`config.mk`:
```
export PLATFORM = sky130hd
export DESIGN_NAME = aluUnit
export DESIGN_NICKNAME = d
export VERILOG_FILES = /design/src/rtl/aluPkg.sv /design/src/rtl/aluDecode.sv /design/src/rtl/aluCore.sv /design/src/rtl/aluUnit.sv
export SDC_FILE = /design/constraint.sdc
export NUM_CORES = 1
export LEC_CHECK = 0
export BUFFER_PORTS_ARGS = -buffer_cell sky130_fd_sc_hd__buf_2
export CORE_ASPECT_RATIO = 1.25
export CORE_MARGIN = 5
export CORE_UTILIZATION = 25
export DETAILED_ROUTE_END_ITERATION = 10
export GPL_ROUTABILITY_DRIVEN = 0
export PLACE_DENSITY = 0.54
export SETUP_SLACK_MARGIN = 0.4
export SLEW_MARGIN = 20
export SYNTH_ARGS = -nofsm -noshare
export SYNTH_HDL_FRONTEND = slang
export SYNTH_HIERARCHICAL = 1
export SYNTH_SLANG_ARGS = --single-unit
```
`constraint.sdc`:
```
create_clock -name vclk -period 5.6
set_input_delay 0.28 -clock vclk [all_inputs]
set_output_delay 0.28 -clock vclk [all_outputs]
set_load 0.05 [all_outputs]
```
`src/rtl/aluPkg.sv`:
```
package aluPkg;
  typedef enum logic [2:0] {
    OP_AND  = 3'b000,
    OP_OR   = 3'b001,
    OP_ADD  = 3'b010,
    OP_NONE = 3'b011,
    OP_SUB  = 3'b110,
    OP_SLT  = 3'b111
  } aluCode_e;

  // strobes from the decoder to the datapath
  typedef struct packed {
    logic selAnd;
    logic selOr;
    logic selArith;
    logic selSlt;
    logic invertB;
  } aluStrobe_t;
endpackage

```
`src/rtl/aluDecode.sv`:
```
module aluDecode
  import aluPkg::*;
#(
  parameter int CLASS_W = 2,
  parameter int FUNCT_W = 6
) (
  input  logic [CLASS_W-1:0] opClass,
  input  logic [FUNCT_W-1:0] funct,
  output logic [2:0]         opCode,
  output aluStrobe_t         strobe
);
  aluCode_e code;

  always_comb begin
    if (opClass[0])                 code = OP_SUB;
    else if (!opClass[CLASS_W-1])   code = OP_ADD;
    else begin
      casez (funct)
        6'b??0000: code = OP_ADD;
        6'b??0010: code = OP_SUB;
        6'b??0100: code = OP_AND;
        6'b??0101: code = OP_OR;
        6'b??1010: code = OP_SLT;
        default:   code = OP_NONE;
      endcase
    end
  end

  always_comb begin
    strobe = '0;
    unique case (code)
      OP_AND: strobe.selAnd = 1'b1;
      OP_OR:  strobe.selOr  = 1'b1;
      OP_ADD: strobe.selArith = 1'b1;
      OP_SUB: begin strobe.selArith = 1'b1; strobe.invertB = 1'b1; end
      OP_SLT: begin strobe.selSlt = 1'b1;   strobe.invertB = 1'b1; end
      default: strobe = '0;
    endcase
  end

  assign opCode = code;
endmodule

```
`src/rtl/aluCore.sv`:
```
module aluCore
  import aluPkg::*;
#(
  parameter int WIDTH = 32
) (
  input  aluStrobe_t       strobe,
  input  logic [WIDTH-1:0] opA,
  input  logic [WIDTH-1:0] opB,
  output logic [WIDTH-1:0] result,
  output logic             zero
);
  localparam int MSB = WIDTH - 1;

  logic [WIDTH-1:0] bIn;
  logic [WIDTH-1:0] sum;
  logic             lessThan;

  // one adder serves add, subtract and compare
  assign bIn = strobe.invertB ? ~opB : opB;
  assign sum = opA + bIn + {{(WIDTH-1){1'b0}}, strobe.invertB};

  // signed less-than, corrected when the difference overflows
  assign lessThan = (opA[MSB] != opB[MSB]) ? opA[MSB] : sum[MSB];

  always_comb begin
    result = ({WIDTH{strobe.selAnd}}   & (opA & opB))
           | ({WIDTH{strobe.selOr}}    & (opA | opB))
           | ({WIDTH{strobe.selArith}} & sum)
           | ({WIDTH{strobe.selSlt}}   & {{(WIDTH-1){1'b0}}, lessThan});
  end

  assign zero = (result == '0);
endmodule

```
`src/rtl/aluUnit.sv`:
```
module aluUnit
  import aluPkg::*;
#(
  parameter int WIDTH   = 32,
  parameter int CLASS_W = 2,
  parameter int FUNCT_W = 6
) (
  input  logic [CLASS_W-1:0] opClass,
  input  logic [FUNCT_W-1:0] funct,
  input  logic [WIDTH-1:0]   opA,
  input  logic [WIDTH-1:0]   opB,
  output logic [2:0]         opCode,
  output logic [WIDTH-1:0]   result,
  output logic               zero
);
  aluStrobe_t strobe;

  aluDecode #(.CLASS_W(CLASS_W), .FUNCT_W(FUNCT_W)) i_decode (
    .opClass(opClass), .funct(funct), .opCode(opCode), .strobe(strobe)
  );

  aluCore #(.WIDTH(WIDTH)) i_core (
    .strobe(strobe), .opA(opA), .opB(opB), .result(result), .zero(zero)
  );
endmodule

```
==> results of run 1 <==
==> cells in the mapped netlist, drive strengths merged (2+ instances only) <==
cell type | n | area share [%]
o311ai | 2 | 0.56
and4 | 2 | 0.56
o31ai | 3 | 0.72
a211oi | 8 | 1.9
nand4 | 13 | 2.6
a21o | 12 | 2.9
or4 | 4 | 0.99
nor3 | 9 | 1.4
a31oi | 5 | 0.99
or4b | 2 | 0.64
a21oi | 39 | 6.2
nand2b | 10 | 2.2
and3 | 4 | 0.79
nor4 | 6 | 1.4
inv | 14 | 1.7
ha | 33 | 13
clkbuf | 20 | 2.5
mux2i | 3 | 1.1
buf | 6 | 0.87
nor4b | 2 | 0.76
o211a | 5 | 1.6
o22ai | 2 | 0.40
or2 | 2 | 0.40
a211o | 5 | 1.4
nor2b | 5 | 1.2
nand2 | 43 | 5.1
a22oi | 3 | 0.72
xnor2 | 12 | 3.3
o21ai | 54 | 8.6
nand3 | 34 | 5.4
or3 | 6 | 1.2
xor2 | 39 | 11
o21a | 10 | 2.4
o211ai | 20 | 4.8
a31o | 5 | 1.4
a2111oi | 3 | 0.83
nor2 | 17 | 2.0
==> placed cells by master, fill, tap and decap left out, types with 3 or more instances in the layout <==
cell and instances:
buf_2 105, nand2_1 43, o21ai_0 43, xor2_1 39
a21oi_1 38, nand3_1 34, ha_1 33, o211ai_1 20
nor2_1 17, inv_1 14, nand4_1 13, a21o_1 12
xnor2_1 12, o21a_1 10, nor3_1 9, nand2b_1 9
o21ai_1 9, buf_4 9, a211oi_1 8, or3_1 6
o211a_1 5, a211o_1 5, a31oi_1 5, nor2b_1 4
and3_1 4, a22oi_1 3, o31ai_1 3, nor4_1 3
or4_1 3
==> worst max-delay path by stage <==
stage / end / slack (ps) / cells after the start
final: zero / 610 / 17
after global routing: zero / 400 / 17
after CTS: zero / 450 / 17
after detailed placement: zero / 290 / 16
after global placement: zero / 350 / 16
after floorplan: zero / 420 / 16
==> worst max-delay path: cells and delay by family <==
kind / cells / cell delay (ps)
adders and majority gates: 1 / 370
xor gates and xnor gates: 1 / 150
AOI/OAI and AO/OA: 3 / 660
buffers and inverters: 3 / 560
and+or+nand+nor: 9 / 2670
==> area by class of cell <==
cell class / instances / area share [%]
diodes: 1 / 0.06357
inverters: 14 / 1.335
multi-input cells: 437 / 77.34
well taps: 164 / 5.213
repair buffers: 117 / 16.05
==> cell families (layout without fill, tap and decap cells) <==
| kind of cell | Yosys count | in the layout | share of synthesized area (%) |
|---|---|---|---|
| AO/OA/AOI/OAI | 186 | 186 | 38.12 |
| XOR/XNOR | 51 | 51 | 14.19 |
| adder cells (fa/ha/maj) | 34 | 34 | 13.75 |
| buffers and inverters | 40 | 131 | 5.048 |
| multiplexers | 4 | 4 | 1.431 |
| other | 0 | 1 | 0 |
| AND/OR/NAND/NOR | 162 | 162 | 27.46 |
==> repair_timing <==
action / 4_1_cts / 5_1_grt
resized for setup: 2 / 3
cloned: 0 / 0
endpoints found under the setup margin: 1 / 1
pin swaps: 0 / 1
setup buffers: 0 / 4
==> per-layer routing <==
metal | global-route usage, % | routed length, µm | vias to the layer above
li1 | - | - | 2012
met3 | 1.478 | 702 | 8
met1 | 18.04 | 4884 | 1841
met5 | 0 | 0 | -
met4 | 1.506 | 127 | 0
met2 | 28.85 | 6094 | 105
==> power breakdown <==
part	internal, mW	total [mW]	switching (mW)
clock network	0.0000000239	0.0000000239	0
logic	0.281	0.890	0.609
registers	0	0	0
==> run summary, run 1 <==
Syn nets -> 583
Register Area -> 0 µm²
Dpl ws -> 287.1 ps
PortBufs -> 106
Share of layout cells above drive strength 1 -> 24.12%
HPWL after DPL -> 9619 µm
Hold_sp -> opB[14]
Rows -> 45
CP Launch Type -> primary input
Critical path launch point -> funct[2]
RSZ-0062 raised after global routing -> false
Seq cells -> 0
Tightest Hold Check Type -> primary input to output port
Total GRT Usage -> 14.94%
Vias in the first global route -> 3828
Final period util -> 89.18%
Vias -> 3966
Post-DR vias/cell -> 5.411
Pwr per Cell Area -> 226.0 nW/µm²
Hold Crit Depth -> 4
Grt total ovfl -> 0
Antenna-violating nets left -> 0
Initial Util -> 25.65%
Die area -> 14950 µm²
Highest Clock Rate -> 0.2002 GHz
Post-Route WL -> 11810 µm
Placed cells -> 728
Area post-placement -> 3866 µm²
Maximum vdd drop -> 0.0001433 V
Synth unique cells -> 64
Avg Cell Area, Syn -> 6.600 µm²
Sequential area share after synthesis -> 0%
DRT Pass-1 Iters -> 4
Leakage power total -> 1.758 nW
Total negative slack -> 0 ps
Io pins -> 108
Crit Path Class -> primary input to output port
DR DRC count -> 0
CP required -> 5320 ps
Global-route wire length before repair -> 18560 µm
Crit-path max FO -> 7
Iter 0 DRT Violations -> 228
Crit path capture type -> output port
Critical-path cell list -> buf_2 > nor2_1 > a31o_4 > buf_4 > xor2_1 > ha_1 > nor2b_4 > o21a_1 > or3_1 > a31o_2 > or4b_1 > or4_1 > or4_1 > nor4_4 > nand4_1 > nor4b_2 > clkbuf_4
Clock buffers -> 0
Final core utilization -> 32.07%
Initial antenna violation count -> 1
Slowest cell on the critical path -> or4_1
Final-report max-slew violation count -> 0
Cells after synthesis -> 477
Largest net degree at the start of global routing -> 36
Final cell count without fillers -> 733
Die H -> 135.5 µm
Outcome -> completed
Total Power -> 889.7 µW
Setup violators final -> 0
Mapped Area -> 3148 µm²
Worst Max-Slew Pin Slew -> 559.5 ps
Worst Path Arrival -> 4710 ps
Post-CTS Hold Buffers -> 0
Worst path max stage delay -> 580 ps
Critical path's most frequent cell -> or4_1
Hold WS -> 1042 ps
Fin. Hold Viols -> 0
Final min period -> 4994 ps
Fin area -> 3936 µm²
Routed WL per cell -> 16.11 µm
Final WS setup -> 606.1 ps
Area of the multi-input gates -> 3044 µm²
Filler instances -> 1392
Yosys synthesis warning count -> 6
# nets final -> 676
Hold endpoint -> result[14]
Core Region -> 12270 µm²
Chip Width -> 110.4 µm
Synthesis-to-layout area growth -> 25.04%
Max Cap Viol -> 0
Worst slew margin -> 62.70%
Note: power is estimated with default switching activity, not from simulation.
==> inputs of run 2 (changes only) <==
--- a/config.mk
+++ b/config.mk
@@ -16,5 +16,4 @@
 export SLEW_MARGIN = 20
 export SYNTH_ARGS = -nofsm -noshare
 export SYNTH_HDL_FRONTEND = slang
-export SYNTH_HIERARCHICAL = 1
 export SYNTH_SLANG_ARGS = --single-unit
==> run 2 against run 1 <==
Effect of this change: fmax up 1.4%; critical path depth increased by 1; utilization down 0.11 points; sequential cell count did not move; clock-buffer cell count is the same; via count shrank 12%; synthesized area fell by 6.9%; die area shrank 6.3%; combinational power rose by 1%; final cell count shrank 11%; setup slack improved by 69 ps; sequential share of layout area did not move; critical path type unchanged; largest cell class unchanged.
==> run summary, run 2 <==
Worst path max stage delay -> 530 ps (-50 ps)
Clock buffers -> 0 (unchanged)
Tightest Hold Check Type -> primary input to output port
Initial antenna violation count -> 0 (-1)
Sequential area share after synthesis -> 0% (unchanged)
Outcome -> completed
Cells after synthesis -> 422 (-12%)
Maximum vdd drop -> 0.0001064 V (-26%)
Io pins -> 108 (unchanged)
Syn nets -> 530 (-9.1%)
WP buf/inv -> 3 (unchanged)
Crit Path Class -> primary input to output port
Vias in the first global route -> 3552 (-7.2%)
Final period util -> 87.94% (-1.2 points)
Dpl ws -> 495.3 ps (+208.2 ps)
Chip Width -> 106.9 µm (-3.2%)
Critical-path cell list -> buf_2 > nand4bb_2 > nor2b_4 > xnor2_2 > inv_1 > fa_1 > nand2b_1 > a211oi_4 > nor2b_1 > xor2_1 > o21ai_4 > or3_1 > a2111oi_4 > and4_1 > nand4_1 > or4_1 > a2111oi_2 > buf_4
Commonest cells after routing, fill and taps aside -> buf_2 (105), nand2_1 (50), xnor2_1 (47)
Total GRT Usage -> 14.45% (-0.49 points)
Final min period -> 4925 ps (-69.27 ps)
Synth area leader -> ha_1
Avg Cell Area, Syn -> 6.947 µm² (+5.3%)
Pwr per Cell Area -> 244.2 nW/µm² (+8.0%)
Yosys synthesis warning count -> 0 (-6)
Synth area leaders -> ha_1 (15%), xnor2_1 (14%), maj3_1 (7.9%)
Critical Path Sink -> zero
Hold Crit Depth -> 4 (unchanged)
CP Launch Type -> primary input
HPWL after DPL -> 8954 µm (-6.9%)
Initial Util -> 25.36% (-0.29 points)
Seq cells -> 0 (unchanged)
Commonest non-fill, non-tap cell in the layout -> buf_2
Mapped Area -> 2932 µm² (-6.9%)
DR DRC count -> 0 (unchanged)
Slowest cell on the critical path -> or4_1
Largest net degree at the start of global routing -> 34 (-5.6%)
DRT Pass-1 Iters -> 4 (unchanged)
Rows -> 44 (-2.2%)
Crit-path leading delay family -> simple AND/OR/NAND/NOR gates
Worst path depth -> 18 (+1)
# nets final -> 623 (-7.8%)
Share of layout cells above drive strength 1 -> 27.10% (+3.0 points)
Most instantiated cells after synthesis -> nand2_1 (50), xnor2_1 (48), o21ai_0 (38)
Setup violators final -> 0 (unchanged)
Die H -> 131.1 µm (-3.2%)
Post-Route WL -> 10690 µm (-9.5%)
Vias -> 3475 (-12%)
PortBufs -> 106 (unchanged)
Crit path capture type -> output port
Synth unique cells -> 59 (-7.8%)
Count leader, synth -> nand2_1
CP required -> 5320 ps (about the same)
Global-route wire length before repair -> 16980 µm (-8.5%)
RSZ-0062 raised after global routing -> false
Total negative slack -> 0 ps (unchanged)
Total Power -> 902.4 µW (+1.4%)
Worst Path Arrival -> 4640 ps (-70 ps)
Max Cap Viol -> 0 (unchanged)
Critical path launch point -> funct[2]
Routed WL per cell -> 16.42 µm (+1.9%)
Grt total ovfl -> 0 (unchanged)
Core Region -> 11560 µm² (-5.8%)
Leakage power total -> 1.630 nW (-7.3%)
Post-CTS Hold Buffers -> 0 (unchanged)
Fin. Hold Viols -> 0 (unchanged)
Post-CTS setup buffer count -> 0 (unchanged)
Area of the multi-input gates -> 2884 µm² (-5.3%)
Worst slew margin -> 64.26% (+1.6 points)
Final-report max-slew violation count -> 0 (unchanged)
Highest Clock Rate -> 0.2031 GHz (+1.4%)
Worst Max-Slew Pin Slew -> 530.5 ps (-28.98 ps)
Post-DR vias/cell -> 5.338 (-1.3%)
Iter 0 DRT Violations -> 141 (-38%)
Synthesis-to-layout area growth -> 26.03%
Antenna-violating nets left -> 0 (unchanged)
Crit-path max FO -> 6 (-1)
Filler instances -> 1266 (-9.1%)
Die area -> 14010 µm² (-6.3%)
Register Area -> 0 µm² (unchanged)
Synth top area share -> 14.94% (+1.8 points)
Final WS setup -> 675.4 ps (+69.27 ps)
ANT cells -> 0 (-1)
==> run 2: timing repair <==
item	CTS	global route
resized for setup	0	12
setup endpoints to repair	0	1
endpoints found under the hold margin	0	0
==> run 2: logic make-up after synthesis <==
kind of cell,share of synthesized area [%]
adders and majority gates,24.63
xor gates and xnor gates,18.22
AOI/OAI and AO/OA,32.78
buffers and inverters,4.951
and+or+nand+nor,19.42
==> run 2: cell type report <==
type,count,area share [%]
multi-input cells,386,78.06
well taps,138,4.673
inverters,15,1.524
repair buffers,112,15.75
==> run 2: routing by layer <==
layer | wire length [µm] | track usage (%)
met1 | 4506 | 17.10
met2 | 5475 | 28.58
met3 | 504 | 1.421
met4 | 202 | 2.107
met5 | 0 | 0
==> run 2: report_power, final <==
group | internal (mW) | leakage [nW] | switching (mW)
registers | 0 | 0 | 0
clock network | 0 | 0 | 0
logic | 0.285 | 1.63 | 0.618
==> run 2: how the worst min path moves through the flow <==
stage	startpoint	endpoint	slack, ps
after global routing	opB[9]	result[9]	1160
after floorplan	opB[9]	result[9]	910
after CTS	opB[9]	result[9]	1130
after global placement	opB[9]	result[9]	1120
final	opB[9]	result[9]	1140
after detailed placement	opB[9]	result[9]	1130
==> run 2: stage by stage <==
step                      hold WS, ps  area [µm²]  instances  util (%)
final                            1138        3695        651     31.96
after global routing             1160        3695        651     31.96
after CTS                        1131        3647        651     31.55
after detailed placement         1126        3647        651     31.55
after global placement           1123        3647        651     31.55
after floorplan                 912.1        2989        422         -
==> inputs of run 3 (changes only) <==
--- a/config.mk
+++ b/config.mk
@@ -12,6 +12,7 @@
 export DETAILED_ROUTE_END_ITERATION = 10
 export GPL_ROUTABILITY_DRIVEN = 0
 export PLACE_DENSITY = 0.54
+export REMOVE_ABC_BUFFERS = 1
 export SETUP_SLACK_MARGIN = 0.4
 export SLEW_MARGIN = 20
 export SYNTH_ARGS = -nofsm -noshare
==> run 3 against run 2 <==
Effect of this change: final cell count is 0.15% higher; global-route usage is 0.37 points lower; setup slack worse by 36 ps; non-clock buffer count is 1 higher; cell area is 0.98% lower; via count is 0.32% lower; combinational power is 2% lower; first-iteration DRC count is 20% higher; clock-buffer cell count stayed put; worst hold slack worse by 14 ps.
==> run summary, run 3 (synthesized netlist as in run 2, its figures left out) <==
Vias -> 3464 (-0.32%)
CP required -> 5320 ps (about the same)
Io pins -> 108 (unchanged)
Crit-path leading delay family -> compound AO/OA/AOI/OAI gates
Hold_sp -> opB[9]
Worst Path Arrival -> 4680 ps (+40 ps)
Final-report max-slew violation count -> 0 (unchanged)
Max Cap Viol -> 0 (unchanged)
Final min period -> 4960 ps (+35.77 ps)
Die H -> 131.1 µm (unchanged)
Met3 Use GR -> 1.176% (-0.24 points)
ANT cells -> 0 (unchanged)
Crit path capture type -> output port
Critical-path cell list -> buf_2 > nand4bb_4 > nor2b_4 > buf_4 > xnor2_1 > ha_1 > nand2_1 > a2111oi_4 > nor2_2 > o2111ai_2 > a21oi_1 > o221a_2 > o41ai_2 > xnor2_1 > a2111o_1 > or4_1 > a2111oi_2 > buf_4
WP buf/inv -> 3 (unchanged)
Hold WS -> 1124 ps (-14.04 ps)
Largest net degree at the start of global routing -> 34 (unchanged)
Total Power -> 883.5 µW (-2.1%)
Crit Path Class -> primary input to output port
Leakage power total -> 1.618 nW (-0.76%)
Commonest cells after routing, fill and taps aside -> buf_2 (105), nand2_1 (50), xnor2_1 (48)
Initial Util -> 25.36% (unchanged)
Pwr per Cell Area -> 241.5 nW/µm² (-1.1%)
Filler instances -> 1328 (+4.9%)
PortBufs -> 106 (unchanged)
# nets final -> 624 (+0.16%)
Total negative slack -> 0 ps (unchanged)
Die area -> 14010 µm² (unchanged)
HPWL after DPL -> 8716 µm (-2.7%)
Slowest cell on the critical path -> or4_1
Post-CTS Hold Buffers -> 0 (unchanged)
Antenna-violating nets left -> 0 (unchanged)
Hold endpoint -> result[9]
Gr busiest metal -> met2
Seq cells -> 0 (unchanged)
Share of layout cells above drive strength 1 -> 26.46% (-0.64 points)
Worst slew margin -> 63.98% (-0.28 points)
Global-route wire length before repair -> 16380 µm (-3.5%)
Post-Route WL -> 10430 µm (-2.4%)
Core Region -> 11560 µm² (unchanged)
Clock buffers -> 0 (unchanged)
Maximum vdd drop -> 0.0001444 V (+36%)
Grt total ovfl -> 0 (unchanged)
Setup violators final -> 0 (unchanged)
Commonest non-fill, non-tap cell in the layout -> buf_2
Iter 0 DRT Violations -> 169 (+20%)
DR DRC count -> 0 (unchanged)
Total GRT Usage -> 14.08% (-0.37 points)
Crit-path max FO -> 17 (+11)
Chip Width -> 106.9 µm (unchanged)
Worst Max-Slew Pin Slew -> 534.7 ps (+4.177 ps)
RSZ-0062 raised after global routing -> false
Highest Clock Rate -> 0.2016 GHz (-0.72%)
Vias in the first global route -> 3374 (-5.0%)
Routed WL per cell -> 16.00 µm (-2.6%)
Synthesis-to-layout area growth -> 24.80%
Grt met2 use -> 28.54% (-0.037 points)
Initial antenna violation count -> 0 (unchanged)
Rows -> 44 (unchanged)
CP Launch Type -> primary input
DRT Pass-1 Iters -> 5 (+1)
M1 GR Usage -> 16.86% (-0.24 points)
Hold Crit Depth -> 4 (unchanged)
Worst path max stage delay -> 430 ps (-100 ps)
Tightest Hold Check Type -> primary input to output port
Final period util -> 88.58% (+0.64 points)
Fin. Hold Viols -> 0 (unchanged)
Post-DR vias/cell -> 5.313 (-0.47%)
Register Area -> 0 µm² (unchanged)
Outcome -> completed
[run 3: changes by cell type in the layout (fill, tap and decap cells not counted), moves of 2 or more]
| cell | change |
|---|---|
| o21ai_0 | +12 |
| o21ai_1 | -5 |
| o21ai_2 | -5 |
| a2111oi_2 | +2 |
| buf_4 | +2 |
| ha_1 | -2 |
| ha_2 | +2 |
| o21ai_4 | -2 |
[run 3: layout make-up]
type,instances,area [µm²],share of cell area [%]
Tap cell,138,172.7,4.720
Multi-Input combinational cell,386,2844,77.74
Timing Repair Buffer,113,585.6,16.01
Inverter,15,56.30,1.539
[run 3: worst max-delay path by stage]
stage / end / start / cells past startpoint
finish: zero / funct[2] / 18
global route: zero / funct[2] / 18
CTS: zero / funct[2] / 18
detailed placement: zero / funct[2] / 18
global placement: zero / funct[2] / 18
floorplan: zero / funct[2] / 16
[run 3: worst min-delay path: stages]
cell and delay [ps]:
buf_2 110, a21oi_1 110, o22ai_1 110, buf_2 230
[run 3: repair_timing]
action,4_1_cts,5_1_grt
pin swaps,0,2
gates resized for setup,2,13
buffers inserted,0,1
setup endpoints to repair,1,1
[run 3: power breakdown]
part | leakage [nW] | internal, mW | switching [mW]
Sequential | 0 | 0 | 0
Combinational | 1.62 | 0.279 | 0.604
Clock | 0 | 0 | 0
Total | 1.62 | 0.279 | 0.604
[run 3: metrics by stage]
stage                     utilization, %  std cells  cell area [µm²]  setup WS (ps)
after floorplan                        -        401             2843          -1817
after global placement             31.13        651             3598          406.4
after detailed placement           31.13        651             3598          385.9
after CTS                          31.17        651             3603          418.2
after global routing               31.65        652             3659          436.3
final                              31.65        652             3659          639.6
[run 3: routing by layer]
layer / part of all wire (%) / wire length [µm]
met1: 41 / 4241
met5: 0 / 0
met3: 5.9 / 619
met2: 53 / 5522
met4: 0.45 / 47
